### config.mk
export PLATFORM = sky130hd
export DESIGN_NAME = oh_serial_tx
export DESIGN_NICKNAME = d
export VERILOG_FILES = /design/src/rtl/oh_ser_pkg.sv /design/src/rtl/oh_frame_hold.sv /design/src/rtl/oh_bit_seq.sv /design/src/rtl/oh_neg_out.sv /design/src/rtl/oh_serial_tx.sv
export SDC_FILE = /design/constraint.sdc
export NUM_CORES = 1
export LEC_CHECK = 0
export CORE_MARGIN = 4
export CORE_UTILIZATION = 50
export CTS_BUF_LIST = sky130_fd_sc_hd__clkbuf_8
export DETAILED_ROUTE_END_ITERATION = 10
export PLACE_DENSITY = 0.74
export SKIP_CTS_REPAIR_TIMING = 1
export SYNTH_ARGS = -nofsm -noshare
export SYNTH_HDL_FRONTEND = slang
export SYNTH_SLANG_ARGS = --single-unit
export TNS_END_PERCENT = 50
### constraint.sdc
create_clock -name clk -period 6.62 [get_ports clk]
set_input_delay 0.993 -clock clk [delete_from_list [all_inputs] [get_ports clk]]
set_output_delay 0.993 -clock clk [all_outputs]
set_load 0.005 [all_outputs]
### src/rtl/oh_ser_pkg.sv
package oh_ser_pkg;
  typedef enum logic [0:0] {
    SEQ_IDLE  = 1'b0,
    SEQ_SHIFT = 1'b1
  } seq_state_e;
endpackage

### src/rtl/oh_frame_hold.sv
module oh_frame_hold #(
  parameter int WIDTH = 56
) (
  input  logic             clk,
  input  logic             rst,
  input  logic             load_i,
  input  logic [WIDTH-1:0] data_i,
  input  logic             take_i,
  output logic             valid_o,
  output logic [WIDTH-1:0] data_o
);
  logic             valid_q;
  logic [WIDTH-1:0] data_q;

  // A new load wins over a take on the same edge: the word just taken
  // was the old one, and the new one is left waiting.
  always_ff @(posedge clk) begin
    if (rst) begin
      valid_q <= 1'b0;
    end else if (load_i) begin
      valid_q <= 1'b1;
    end else if (take_i) begin
      valid_q <= 1'b0;
    end
  end

  // Data register has no reset, so it can map onto plain fabric storage.
  always_ff @(posedge clk) begin
    if (load_i) begin
      data_q <= data_i;
    end
  end

  assign valid_o = valid_q;
  assign data_o  = data_q;
endmodule

### src/rtl/oh_bit_seq.sv
module oh_bit_seq
  import oh_ser_pkg::*;
#(
  parameter int WIDTH = 56
) (
  input  logic             clk,
  input  logic             rst,
  input  logic             pend_valid_i,
  input  logic [WIDTH-1:0] pend_data_i,
  output logic             take_o,
  output logic             active_o,
  output logic             first_o,
  output logic             bit_o,
  output logic [WIDTH-1:0] shadow_o
);
  localparam int CW = (WIDTH > 1) ? $clog2(WIDTH) : 1;
  localparam logic [CW-1:0] LAST = CW'(WIDTH - 1);

  seq_state_e       state_q;
  logic [CW-1:0]    cnt_q;
  logic [WIDTH-1:0] shadow_q;
  logic             at_last;
  logic             take;

  assign at_last = (state_q == SEQ_SHIFT) && (cnt_q == LAST);
  assign take    = pend_valid_i && ((state_q == SEQ_IDLE) || at_last);

  always_ff @(posedge clk) begin
    if (rst) begin
      state_q <= SEQ_IDLE;
      cnt_q   <= '0;
    end else if (take) begin
      state_q <= SEQ_SHIFT;
      cnt_q   <= '0;
    end else if (state_q == SEQ_SHIFT) begin
      if (at_last) begin
        state_q <= SEQ_IDLE;
        cnt_q   <= '0;
      end else begin
        cnt_q <= cnt_q + 1'b1;
      end
    end
  end

  // Shift register: loaded whole, then shifted toward the MSB each period.
  always_ff @(posedge clk) begin
    if (take) begin
      shadow_q <= pend_data_i;
    end else if (state_q == SEQ_SHIFT) begin
      shadow_q <= shadow_q << 1;
    end
  end

  assign take_o   = take;
  assign active_o = (state_q == SEQ_SHIFT);
  assign first_o  = (state_q == SEQ_SHIFT) && (cnt_q == '0);
  assign bit_o    = shadow_q[WIDTH-1];
  assign shadow_o = shadow_q;
endmodule

### src/rtl/oh_neg_out.sv
module oh_neg_out (
  input  logic clk,
  input  logic rst,
  input  logic active_i,
  input  logic first_i,
  input  logic bit_i,
  output logic data_o,
  output logic sof_o
);
  // Launch on the falling edge so the far end can capture on the rising one.
  always_ff @(negedge clk) begin
    if (rst) begin
      data_o <= 1'b0;
      sof_o  <= 1'b0;
    end else begin
      data_o <= active_i & bit_i;
      sof_o  <= first_i;
    end
  end
endmodule

### src/rtl/oh_serial_tx.sv
module oh_serial_tx #(
  parameter int OH_BYTES = 7
) (
  input  logic                  clk,
  input  logic                  rst,
  input  logic                  ovh_load,
  input  logic [8*OH_BYTES-1:0] ovh_bytes,
  output logic                  ser_clk,
  output logic                  ser_data,
  output logic                  sof_strobe
);
  localparam int FRAME_BITS = 8 * OH_BYTES;

  logic                  hold_valid;
  logic [FRAME_BITS-1:0] hold_data;
  logic                  seq_take;
  logic                  seq_active;
  logic                  seq_first;
  logic                  seq_bit;
  logic [FRAME_BITS-1:0] seq_shadow;

  assign ser_clk = clk;

  oh_frame_hold #(.WIDTH(FRAME_BITS)) u_hold (
    .clk     (clk),
    .rst     (rst),
    .load_i  (ovh_load),
    .data_i  (ovh_bytes),
    .take_i  (seq_take),
    .valid_o (hold_valid),
    .data_o  (hold_data)
  );

  oh_bit_seq #(.WIDTH(FRAME_BITS)) u_seq (
    .clk          (clk),
    .rst          (rst),
    .pend_valid_i (hold_valid),
    .pend_data_i  (hold_data),
    .take_o       (seq_take),
    .active_o     (seq_active),
    .first_o      (seq_first),
    .bit_o        (seq_bit),
    .shadow_o     (seq_shadow)
  );

  oh_neg_out u_out (
    .clk      (clk),
    .rst      (rst),
    .active_i (seq_active),
    .first_i  (seq_first),
    .bit_i    (seq_bit),
    .data_o   (ser_data),
    .sof_o    (sof_strobe)
  );
endmodule

## Word level (Yosys, flattened, before mapping)

Index checks and enable logic that the tools add are counted.

- Shift-type cells: 0
- Muxes and demuxes: 8
- $lt $le $gt $ge: 0
- Bitwise gates (word level): 2
- Add/subtract/negate cells: 1
- Div/mod/pow operators: 0
- Reduce and logical (&&, ||, !) cells: 8
- Multipliers: 0
- Equal/unequal tests: 1

Operators by type and width:

| kind | count |
|---|---|
| 56-bit two-way mux | 2 |
| 6-bit by 1-bit adder with 6-bit output, second input constant | 1 |
| 6-bit equality test, second input constant | 1 |
| 6-bit zero test | 1 |
| 6-bit two-way mux | 1 |
| 1-bit two-way mux | 5 |
| 2-bit nonzero test | 2 |
| 1-bit logical AND | 3 |
| 2-bit OR reduction | 1 |
| 1-bit bitwise AND | 1 |
| 1-bit logical OR | 1 |
| 1-bit NOT | 1 |

- Bits in latches: 0
- Logic and storage cells: 27
- Input port bits: 59
- Bits in writable memories: 0
- Memories: 0
- Bits in registers: 122
- Memory bits (read-only): 0

## Depth between registers and ports, before layout

- Depth after elaboration: 6
- Mapped depth: 6

## Cells and area by module

Synthesis repeated with hierarchy kept, for this count alone.

- Cell total of the unflattened synthesis: 232
- Area, all modules: 4,620.7 um2

Modules (own cells, without submodules):

| module | area each (um2) | seq. area each (um2) | cells each | times used |
|---|---|---|---|---|
| oh_bit_seq | 2,834.0 | 1,821.7 | 166 | 1 |
| oh_frame_hold | 1,720.4 | 1,701.6 | 60 | 1 |
| oh_neg_out | 58.8 | 40.0 | 5 | 1 |
| oh_serial_tx | 7.5 | 0.0 | 1 | 1 |

==> metrics <==
Final setup viols=0; Starting Density=51.51%; CP Class=reg2out; initial antenna violation count=0; Post-synth ARST share=0%; outcome=finished, final reports clean; Worst R2R Start=u_seq.cnt_q[0]$_SDFFE_PP0P_; reg2reg end=u_out.sof_o$_SDFF_NP0_; syn_nets=483; RSZ-0062 raised after global routing=no; max-cap viol count=0; Hold WC Path Type=reg2reg; Worst-path clk slew=70 ps; Synth Flop Type=edfxtp_1; DP Area=5933 µm²; 1st-pass router iterations=5; Arrival @ worst endpoint=around 4700 ps; Vias/cell=5.811; CP Buf/Inv Count=1; Mapped Area=around 5300 µm²; P_sw=around 0.44 mW; DR iter-0 viols=319; min-delay src=u_seq.cnt_q[5]$_SDFFE_PP0P_; post-route cell area=6392 µm²; synthesized flop and latch total=between 100 and 150; Nets=531; Worst setup SP type=flop; Fillers=828; # diodes=0; Avg Cell Area, Syn=between 10 and 15 µm²; internal power consumption=1.476 mW; final slew viol count=0; Yosys cell types=30; Worst Reg-to-Reg Cells=4; via count=3597; Layout Area Growth over Synthesis=19.68%; Critical Path Fanout Max=1; area of the die=12400 µm²; WHS Endpoint=u_seq.cnt_q[5]$_SDFFE_PP0P_; I/O pins=62; pin count of the biggest net entering global routing=a little over 60; DR top layer=met4; CP max-delay cell=clkdlybuf4s50_1; WL final=10610 µm; routed wl met3=649 µm; Switching Fraction=22.80%; leakage=2.117 nW; clk_lat worst skew=between 500 and 600 ps; commonest non-fill, non-tap cell in the layout=nand2_1; clock share of power=39.3%; Worst Setup End Kind=output pin; Post-Syn Instances=422; sequential-to-total area share from yosys stat=approximately 67%; yosys warns=0; post-DR wirelength/cell=17.14 µm; Logic pwr share=9.1%; commonest cells after routing, fill and taps aside=nand2_1 (114), edfxtp_1 (112), o211ai_1 (101); final setup TNS=0 ps; PD cells=299.1 nW/µm²; Worst-Margin Slew=1230 ps; critical path cell sequence=clkdlybuf4s50_1; Slew HR=~18%; die extent in y=111.4 µm; Power Total=~1.9 mW; CP Data Required Time=5630 ps; Final Hold Fails=0; Placer Congestion=~0.81; Worst path max stage delay=490 ps; M1 WL=between 4000 and 5000 µm; met2 wire length=slightly above 5000 µm; drc violations=0; worst hold path depth=2; vias in the first global route=3542; R2R Setup Slk=~2300 ps; Congestion Overflow GR=0; worst vdd ir=0.0001807 V; total track usage=17.60%; EDFF count, synth=112; post-DP HPWL=5574 µm; Sequential Power Share=between 50% and 60%; port bufs=61; row count=37; Final ANT Viol Nets=0; core box area=10370 µm²; Die Width=about 110 µm; clock skew=~28 ps; first-pass GRT wire length=between 15000 and 20000 µm; delay-heaviest family, CP=buffers and inverters; CTS tree=built; share of layout cells above drive strength 1=11.39%
==> worst max-delay path by stage <==
| stage | startpoint | endpoint | depth (start not counted) |
|---|---|---|---|
| after global routing | u_out.sof_o$_SDFF_NP0_ | sof_strobe | 1 |
| after floorplan | rst | u_out.data_o$_SDFF_NP0_ | 2 |
| after detailed placement | rst | u_out.sof_o$_SDFF_NP0_ | 3 |
| after global placement | rst | u_out.sof_o$_SDFF_NP0_ | 3 |
| after CTS | u_out.sof_o$_SDFF_NP0_ | sof_strobe | 1 |
| final | u_out.sof_o$_SDFF_NP0_ | sof_strobe | 1 |
==> registers in the layout (all words and copies together), names as in the netlist <==
register,count
u_seq.shadow_o,56
u_out.sof_o,1
u_seq.active_o,1
u_hold.data_o,56
u_hold.valid_o,1
u_seq.cnt_q,6
u_out.data_o,1
==> synth_stat cells (2+ instances only) <==
master    number  area, µm²
nand2_1      114      427.9
edfxtp_1     112       3363
o211ai_1     101      758.2
clkbuf_1      22      82.58
dfxtp_1       10      200.2
o211ai_2      10      125.1
buf_2          9      45.04
buf_6          6      67.56
inv_1          6      22.52
buf_4          3      22.52
o31ai_1        3      22.52
xor2_1         3      26.28
a211oi_1       2      15.01
a21oi_1        2      10.01
ha_1           2      25.02
nand4_1        2      12.51
nor2_1         2      7.510
==> cell families (layout without fill, tap and decap cells) <==
logic type	after synthesis	after routing	share of synthesized area (%)
flip-flops	122	122	66.71
multiplexers	1	1	0.2108
adder cells (fa/ha/maj)	2	2	0.4684
buffers and inverters	46	107	4.497
AND/OR/NAND/NOR	126	126	9.534
AO/OA/AOI/OAI	122	122	18.08
XOR/XNOR	3	3	0.4920
==> area by class of cell <==
| class | count | area, µm² | area share (%) |
|---|---|---|---|
| sequential | 122 | 3566 | 55.78 |
| multi-input combinational | 254 | 1539 | 24.08 |
| timing repair buffer | 64 | 625.6 | 9.787 |
| clock buffer | 21 | 285.3 | 4.463 |
| clock inverter | 17 | 187.7 | 2.936 |
| tap | 136 | 170.2 | 2.662 |
| inverter | 5 | 18.77 | 0.2936 |
==> through the flow <==
step	hold slack, ps	setup WS, ps	std cells	util, %
detailed placement	516.4	1131	583	57.22
global route	591.6	935.9	619	61.64
finish	528.7	980.3	619	61.64
floorplan	482.7	1749	422	-
global placement	499.8	1185	583	57.22
CTS	529.7	959.6	619	61.64
==> power groups by stage <==
| stage | clock (mW) | sequential [mW] | combinational (mW) |
|---|---|---|---|
| floorplan | 0.0126 | 0.982 | 0.119 |
| global placement | 0.0156 | 0.997 | 0.167 |
| detailed placement | 0.0156 | 1.00 | 0.176 |
| CTS | 0.766 | 0.987 | 0.177 |
| global route | 0.805 | 0.995 | 0.195 |
| finish | 0.751 | 0.987 | 0.174 |
==> per-layer routing <==
layer / global-route usage (%) / vias to the layer above
li1: - / 1707
met1: 22.64 / 1744
met2: 27.14 / 128
met3: 5.217 / 18
met4: 9.165 / 0
met5: 0 / -
No activity file was read; power rests on OpenSTA's default activity.
